File: src/rtl/vid_i2c_pkg.sv
package vid_i2c_pkg;

    localparam int PTR_W       = 8;
    localparam int WSS_W       = 14;
    localparam int BURST_W     = 6;
    localparam int BIT_CNT_W   = 4;

    localparam logic [PTR_W-1:0] SUB_WSS_LO = 8'h26;
    localparam logic [PTR_W-1:0] SUB_WSS_HI = 8'h27;
    localparam logic [PTR_W-1:0] SUB_BST    = 8'h28;
    localparam logic [PTR_W-1:0] SUB_BEN    = 8'h29;

    localparam logic [BURST_W-1:0] BURST_START_RST = 6'd33;
    localparam logic [BURST_W-1:0] BURST_END_RST   = 6'd29;

    typedef enum logic [3:0] {
        ST_IDLE,
        ST_ADDR,
        ST_ADDR_ACK,
        ST_SUB,
        ST_SUB_ACK,
        ST_WDATA,
        ST_WDATA_ACK,
        ST_RDATA,
        ST_RMACK,
        ST_IGNORE
    } bus_state_e;

    typedef struct packed {
        logic scl_rise;
        logic scl_fall;
        logic start;
        logic stop;
        logic sda;
    } bus_evt_t;

    typedef struct packed {
        logic [WSS_W-1:0]   wss;
        logic               wss_en;
        logic [BURST_W-1:0] burst_start;
        logic [BURST_W-1:0] burst_end;
        logic               colour_det_en;
        logic               field_seq_sel;
    } vid_cfg_t;

    function automatic logic is_mapped(input logic [PTR_W-1:0] a);
        return (a == SUB_WSS_LO) || (a == SUB_WSS_HI) ||
               (a == SUB_BST)    || (a == SUB_BEN);
    endfunction

    function automatic logic may_drive(input bus_state_e s);
        return (s == ST_ADDR_ACK) || (s == ST_SUB_ACK) ||
               (s == ST_WDATA_ACK) || (s == ST_RDATA);
    endfunction

endpackage

File: src/rtl/i2c_line_sync.sv
module i2c_line_sync
    import vid_i2c_pkg::*;
#(
    parameter int SYNC_STAGES = 2
) (
    input  logic     clk,
    input  logic     rst,
    input  logic     scl_in,
    input  logic     sda_in,
    output bus_evt_t evt
);
    localparam int TOP = SYNC_STAGES - 1;

    logic [TOP:0] scl_q;
    logic [TOP:0] sda_q;
    logic         scl_d;
    logic         sda_d;

    generate
        if (SYNC_STAGES > 1) begin : g_chain
            always_ff @(posedge clk) begin
                if (rst) begin
                    scl_q <= '1;
                    sda_q <= '1;
                end else begin
                    scl_q <= {scl_q[TOP-1:0], scl_in};
                    sda_q <= {sda_q[TOP-1:0], sda_in};
                end
            end
        end else begin : g_single
            always_ff @(posedge clk) begin
                if (rst) begin
                    scl_q <= '1;
                    sda_q <= '1;
                end else begin
                    scl_q <= scl_in;
                    sda_q <= sda_in;
                end
            end
        end
    endgenerate

    always_ff @(posedge clk) begin
        if (rst) begin
            scl_d <= 1'b1;
            sda_d <= 1'b1;
        end else begin
            scl_d <= scl_q[TOP];
            sda_d <= sda_q[TOP];
        end
    end

    always_comb begin
        evt.scl_rise = scl_q[TOP] & ~scl_d;
        evt.scl_fall = ~scl_q[TOP] & scl_d;
        evt.start    = scl_q[TOP] & scl_d & sda_d & ~sda_q[TOP];
        evt.stop     = scl_q[TOP] & scl_d & ~sda_d & sda_q[TOP];
        evt.sda      = sda_q[TOP];
    end

endmodule

File: src/rtl/i2c_slave_fsm.sv
module i2c_slave_fsm
    import vid_i2c_pkg::*;
#(
    parameter logic [6:0] DEV_ADDR_A = 7'h44,
    parameter logic [6:0] DEV_ADDR_B = 7'h46
) (
    input  logic             clk,
    input  logic             rst,
    input  bus_evt_t         evt,
    input  logic             addr_sel,
    input  logic [7:0]       rd_data,
    output logic [PTR_W-1:0] ptr,
    output logic             wr_en,
    output logic [7:0]       wr_data,
    output logic             sda_oe
);
    bus_state_e           state;
    logic [BIT_CNT_W-1:0] bitcnt;
    logic [7:0]           shreg;
    logic                 rnw;
    logic                 nack;
    logic                 byte_end;
    logic [6:0]           my_addr;

    always_comb begin
        my_addr  = addr_sel ? DEV_ADDR_B : DEV_ADDR_A;
        byte_end = evt.scl_fall && (bitcnt == BIT_CNT_W'(8));
        wr_en    = (state == ST_WDATA) && byte_end;
        wr_data  = shreg;
    end

    always_ff @(posedge clk) begin
        if (rst) begin
            state  <= ST_IDLE;
            bitcnt <= '0;
            shreg  <= '0;
            ptr    <= '0;
            rnw    <= 1'b0;
            nack   <= 1'b0;
            sda_oe <= 1'b0;
        end else if (evt.start) begin
            state  <= ST_ADDR;
            bitcnt <= '0;
            sda_oe <= 1'b0;
        end else if (evt.stop) begin
            state  <= ST_IDLE;
            bitcnt <= '0;
            sda_oe <= 1'b0;
        end else begin
            case (state)
                ST_ADDR, ST_SUB, ST_WDATA: begin
                    if (evt.scl_rise) begin
                        shreg  <= {shreg[6:0], evt.sda};
                        bitcnt <= bitcnt + 1'b1;
                    end else if (byte_end) begin
                        bitcnt <= '0;
                        if (state == ST_ADDR) begin
                            if (shreg[7:1] == my_addr) begin
                                rnw    <= shreg[0];
                                sda_oe <= 1'b1;
                                state  <= ST_ADDR_ACK;
                            end else begin
                                state  <= ST_IGNORE;
                            end
                        end else if (state == ST_SUB) begin
                            ptr    <= shreg;
                            sda_oe <= 1'b1;
                            state  <= ST_SUB_ACK;
                        end else begin
                            ptr    <= ptr + 1'b1;
                            sda_oe <= 1'b1;
                            state  <= ST_WDATA_ACK;
                        end
                    end
                end
                ST_ADDR_ACK: begin
                    if (evt.scl_fall) begin
                        bitcnt <= '0;
                        if (rnw) begin
                            shreg  <= rd_data;
                            sda_oe <= ~rd_data[7];
                            state  <= ST_RDATA;
                        end else begin
                            sda_oe <= 1'b0;
                            state  <= ST_SUB;
                        end
                    end
                end
                ST_SUB_ACK, ST_WDATA_ACK: begin
                    if (evt.scl_fall) begin
                        sda_oe <= 1'b0;
                        bitcnt <= '0;
                        state  <= ST_WDATA;
                    end
                end
                ST_RDATA: begin
                    if (evt.scl_rise) begin
                        bitcnt <= bitcnt + 1'b1;
                    end else if (byte_end) begin
                        sda_oe <= 1'b0;
                        ptr    <= ptr + 1'b1;
                        bitcnt <= '0;
                        state  <= ST_RMACK;
                    end else if (evt.scl_fall) begin
                        shreg  <= {shreg[6:0], 1'b0};
                        sda_oe <= ~shreg[6];
                    end
                end
                ST_RMACK: begin
                    if (evt.scl_rise) begin
                        nack <= evt.sda;
                    end else if (evt.scl_fall) begin
                        if (nack) begin
                            state <= ST_IGNORE;
                        end else begin
                            shreg  <= rd_data;
                            sda_oe <= ~rd_data[7];
                            bitcnt <= '0;
                            state  <= ST_RDATA;
                        end
                    end
                end
                default: ;
            endcase
        end
    end

    assert_start_restart_R9: assert property (@(posedge clk) disable iff (rst)
        evt.start |=> (state == ST_ADDR) && !sda_oe);

    assert_stop_idle_R9: assert property (@(posedge clk) disable iff (rst)
        evt.stop |=> (state == ST_IDLE) && !sda_oe);

    assert_ignore_silent_R2: assert property (@(posedge clk) disable iff (rst)
        (state == ST_IGNORE) |-> !sda_oe);

    assert_drive_window_R6: assert property (@(posedge clk) disable iff (rst)
        sda_oe |-> may_drive(state));

    assert_ptr_advance_R4: assert property (@(posedge clk) disable iff (rst)
        wr_en |=> (ptr == $past(ptr) + 8'd1));

endmodule

File: src/rtl/vid_cfg_regs.sv
module vid_cfg_regs
    import vid_i2c_pkg::*;
(
    input  logic             clk,
    input  logic             rst,
    input  logic             we,
    input  logic [PTR_W-1:0] addr,
    input  logic [7:0]       wdata,
    output logic [7:0]       rdata,
    output vid_cfg_t         cfg
);
    always_ff @(posedge clk) begin
        if (rst) begin
            cfg.wss           <= '0;
            cfg.wss_en        <= 1'b0;
            cfg.burst_start   <= BURST_START_RST;
            cfg.burst_end     <= BURST_END_RST;
            cfg.colour_det_en <= 1'b0;
            cfg.field_seq_sel <= 1'b0;
        end else if (we) begin
            case (addr)
                SUB_WSS_LO: cfg.wss[7:0] <= wdata;
                SUB_WSS_HI: begin
                    cfg.wss[WSS_W-1:8] <= wdata[5:0];
                    cfg.wss_en         <= wdata[7];
                end
                SUB_BST: begin
                    cfg.burst_start   <= wdata[BURST_W-1:0];
                    cfg.colour_det_en <= wdata[6];
                end
                SUB_BEN: begin
                    cfg.burst_end     <= wdata[BURST_W-1:0];
                    cfg.field_seq_sel <= wdata[6];
                end
                default: ;
            endcase
        end
    end

    always_comb begin
        case (addr)
            SUB_WSS_LO: rdata = cfg.wss[7:0];
            SUB_WSS_HI: rdata = {cfg.wss_en, 1'b0, cfg.wss[WSS_W-1:8]};
            SUB_BST:    rdata = {1'b0, cfg.colour_det_en, cfg.burst_start};
            SUB_BEN:    rdata = {1'b0, cfg.field_seq_sel, cfg.burst_end};
            default:    rdata = 8'h00;
        endcase
    end

    assert_reset_defaults_R7: assert property (@(posedge clk) disable iff (rst)
        $past(rst) |-> (cfg.burst_start == 6'd33) && (cfg.burst_end == 6'd29) &&
                       (cfg.wss == '0) && !cfg.wss_en &&
                       !cfg.colour_det_en && !cfg.field_seq_sel);

    assert_wss_lo_store_R8: assert property (@(posedge clk) disable iff (rst)
        (we && addr == SUB_WSS_LO) |=> (cfg.wss[7:0] == $past(wdata)));

    assert_unmapped_inert_R10: assert property (@(posedge clk) disable iff (rst)
        (we && !is_mapped(addr)) |=> (cfg == $past(cfg)));

endmodule

File: src/rtl/vid_enc_i2c_slave.sv
module vid_enc_i2c_slave
    import vid_i2c_pkg::*;
#(
    parameter logic [6:0] DEV_ADDR_A  = 7'h44,
    parameter logic [6:0] DEV_ADDR_B  = 7'h46,
    parameter int         SYNC_STAGES = 2
) (
    input  logic               clk,
    input  logic               rst,
    input  logic               scl_in,
    input  logic               sda_in,
    input  logic               addr_sel,
    output logic               sda_oe,
    output logic [WSS_W-1:0]   wss_word,
    output logic               wss_enable,
    output logic [BURST_W-1:0] burst_start,
    output logic [BURST_W-1:0] burst_end,
    output logic               colour_det_en,
    output logic               field_seq_sel
);
    bus_evt_t         evt;
    logic [PTR_W-1:0] ptr;
    logic             wr_en;
    logic [7:0]       wr_data;
    logic [7:0]       rd_data;
    vid_cfg_t         cfg;

    i2c_line_sync #(.SYNC_STAGES(SYNC_STAGES)) u_sync (
        .clk    (clk),
        .rst    (rst),
        .scl_in (scl_in),
        .sda_in (sda_in),
        .evt    (evt)
    );

    i2c_slave_fsm #(.DEV_ADDR_A(DEV_ADDR_A), .DEV_ADDR_B(DEV_ADDR_B)) u_fsm (
        .clk      (clk),
        .rst      (rst),
        .evt      (evt),
        .addr_sel (addr_sel),
        .rd_data  (rd_data),
        .ptr      (ptr),
        .wr_en    (wr_en),
        .wr_data  (wr_data),
        .sda_oe   (sda_oe)
    );

    vid_cfg_regs u_regs (
        .clk   (clk),
        .rst   (rst),
        .we    (wr_en),
        .addr  (ptr),
        .wdata (wr_data),
        .rdata (rd_data),
        .cfg   (cfg)
    );

    always_comb begin
        wss_word      = cfg.wss;
        wss_enable    = cfg.wss_en;
        burst_start   = cfg.burst_start;
        burst_end     = cfg.burst_end;
        colour_det_en = cfg.colour_det_en;
        field_seq_sel = cfg.field_seq_sel;
    end

endmodule

File: config.mk
export PLATFORM = sky130hd
export DESIGN_NAME = vid_enc_i2c_slave
export DESIGN_NICKNAME = d
export VERILOG_FILES = /design/src/rtl/vid_i2c_pkg.sv /design/src/rtl/i2c_line_sync.sv /design/src/rtl/i2c_slave_fsm.sv /design/src/rtl/vid_cfg_regs.sv /design/src/rtl/vid_enc_i2c_slave.sv
export SDC_FILE = /design/constraint.sdc
export NUM_CORES = 1
export LEC_CHECK = 0
export BUFFER_PORTS_ARGS = -buffer_cell sky130_fd_sc_hd__buf_2
export CORE_MARGIN = 2
export CORE_UTILIZATION = 35
export DETAILED_ROUTE_END_ITERATION = 10
export GPL_ROUTABILITY_DRIVEN = 0
export SLEW_MARGIN = 10
export SYNTH_ARGS = -nofsm -noshare
export SYNTH_HDL_FRONTEND = slang
export SYNTH_HIERARCHICAL = 1
export SYNTH_SLANG_ARGS = --single-unit
File: constraint.sdc
create_clock -name clk -period 2.21 [get_ports clk]
set_clock_uncertainty 0.05 [all_clocks]
set_input_delay 0.1105 -clock clk [delete_from_list [all_inputs] [get_ports clk]]
set_output_delay 0.1105 -clock clk [all_outputs]
set_load 0.05 [all_outputs]
==> flow_summary.yaml <==
power_and_ir_drop:
  p_leak_nw: 1.70
  powerDensity_nw_per_um2: 518
  peakVddDrop_uv: 261
  total_power_mw: 2.20
drt:
  drt-pass1-iter-count: 4
  drt_iter0_markers: 209
  wl_per_cell_um: 15.5
  routed_wl_mm: 9.43
  route.detailed.drc: 0
  via_per_inst: 5.30
  postRouteAntennaNets: 0
  vias: 3227
global_routing:
  antenna_found_initial: 0
  grt_pass1_wl_mm: 15.4
  grt_pass1_vias: 3061
  grt_max_degree: 53
  track_usage: 0.171
  overflow: 0
clocking:
  clock-root-buffer: "clkbuf_8"
  clk_path_buf_depth: 2
  clkSinkCount: 62
  clk_pin_slew_worst_paths_ns: 0.07
  htreeDepth: 3
  clock_latency_ns: 0.33
  cts_tree: "done"
  numCtsBuffers: 9
worst_setup_path:
  cp_slowest_cell: "or4b_4"
  crit_fanout: 13
  crit_path_max_incr_delay_ns: 0.65
  crit_type: "register to register"
  endpoint_kind: "register"
  cp.arrival_ns: 2.30
  worstPathCellList: "or4b_4 -> a21oi_1 -> a22o_1 -> and3_1 -> a31oi_1 -> or3_1 -> a21oi_1"
  cp-start-kind: "register"
  critPathMostFrequentCell: "a21oi_1"
  required_ns: 2.43
timing:
  hold_viol: 0
  relSlewSlack: 0.516
  fin_setup_tns_ns: 0
  finalSetupViolations: 0
  clock.fmax_mhz: 479
  slew_viol_final: 0
  post-route-min-period_ns: 2.09
  period_share: 0.944
  worst_pin_slew_ns: 0.726
  grt_setup_unrepaired: "false"
synth:
  synth_area_leaders: "dfxtp_1 (35%), mux2i_1 (11%), nand2b_1 (7.7%)"
  syn_avg_cell_area_um2: 8.39
  ys_types: 57
  syn_area_um2: 3590
  yosys_warnings: 6
  syn_inst: 428
  async_flop_share: 0
  synth.most_common_cell: "dfxtp_1"
  synth_area_leader_cell: "dfxtp_1"
  ys_ff_latch: 62
  ys.flop_type: "dfxtp_1"
  synth_edf_count: 0
  yosys-top-cells-count: "dfxtp_1 (62), nand2b_1 (44), mux2i_1 (40), a21oi_1 (37), nor2_1 (33)"
  synth-seq-area-share: 0.346
  syn_nets: 436
  synth_top_area_share: 0.346
final_layout:
  antenna_cells: 0
  area_delta_synth_final_pct: 18.3
  layout-drive-gt1-share: 0.206
  final_cell_count_no_fill: 609
  register_area_um2: 1240
  multiInputGateArea_um2: 2180
  fillCellCount: 985
  nets: 480
status:
  status: "finished clean"
place:
  io_buffers: 34
  dp_hpwl_mm: 6.72
  dpl.cell_count: 592
floorplanning:
  die-width_um: 105
  dieArea_um2: 11100
  coreArea_um2: 9860
  ioPinCount: 35
  die_height_um: 105
  initial_core_util: 0.364
  rows: 36
hold_path:
  hp-class: "input pin to register"
flow_run:
  cap_violations: 0
[registers in the layout (all words and copies together) (netlist names)]
register / count
u_sync/scl_q: 2
u_fsm/sda_oe: 1
u_regs/cfg: 29
u_fsm/nack: 1
u_fsm/rnw: 1
u_sync/scl_d: 1
u_fsm/ptr: 8
u_fsm/wr_data: 8
u_sync/sda_q: 2
u_fsm/bitcnt: 4
u_sync/sda_d: 1
u_fsm/state: 4
[report_power, final]
part | switching (mW) | leakage (nW) | total, mW | internal [mW]
registers | 0.00430 | 0.502 | 1.13 | 1.12
logic | 0.0519 | 1.10 | 0.0916 | 0.0397
clock network | 0.442 | 0.0952 | 0.984 | 0.542
[final cells by class]
cell class                 instances  area share
timing repair buffer              65       0.102
tap                              133      0.0392
clock buffer                      11      0.0333
inverter                           9     0.00795
sequential                        62       0.293
multi-input combinational        325       0.514
clock inverter                     4      0.0112
[critical path, delay by kind of cell (launching register included)]
family | cells | cell delay (ns)
AND/OR/NAND/NOR | 3 | 1.12
AO/OA/AOI/OAI | 4 | 0.48
flip-flops | 1 | 0.36
[logic make-up (layout without fill, tap and decap cells)]
group | Yosys count | in the layout | synth area share
simple gates | 179 | 179 | 0.296
compound gates | 99 | 99 | 0.174
flops | 62 | 62 | 0.346
buf+inv | 41 | 89 | 0.0526
mux | 40 | 40 | 0.111
fa+ha+maj | 4 | 4 | 0.0132
xor+xnor | 3 | 3 | 0.00732
[path summary, 6_finish.rpt]
kind                                 startpoint               end  slack (ns)  cells after the start
worst max-delay path               u_fsm/ptr[7]  u_fsm/wr_data[0]        0.12                      7
worst min-delay path                        rst    u_fsm/state[0]        0.32                      2
worst max register to register     u_fsm/ptr[7]  u_fsm/wr_data[0]        0.12                      7
worst min register to register  u_sync/sda_q[0]   u_sync/sda_q[1]        0.35                      1
[per-layer routing]
metal	part of all wire	track usage	wire length [um]	up-vias
li1	-	-	-	1618
met1	0.47	0.236	4460	1536
met2	0.47	0.272	4440	68
met3	0.048	0.0365	456	5
met4	0.0068	0.0400	64	0
met5	0	0	0	-
[layout by cell type (no fill, tap or decap), types with 7 or more instances in the layout]
master and instances:
o21ai_0 25, a22o_1 8, buf_4 27, inv_1 9
nor3_1 7, nand3_1 7, or3_1 12, nand2_1 28
dfxtp_1 59, nand2b_1 44, clkbuf_8 10, nor2_1 33
mux2i_1 40, a21oi_1 37, buf_2 34
[stage by stage]
stage / setup slack, ns / hold WS [ns] / instance area [um2] / utilization
after CTS: 0.0272 / 0.311 / 4230 / 0.429
final: 0.123 / 0.319 / 4250 / 0.431
after global routing: 0.00556 / 0.360 / 4250 / 0.431
after global placement: -0.0458 / 0.237 / 4020 / 0.408
after detailed placement: -0.00645 / 0.241 / 4020 / 0.408
after floorplan: 0.190 / 0.158 / 3590 / -
[what timing repair did]
item	in CTS	in global routing
pin swaps	0	1
endpoints found under the setup margin	7	8
resized for setup	1	5
setup buffers	0	0
hold buffers	2	0
endpoints found under the hold margin	2	0
Power figures use the tool's default switching activity.
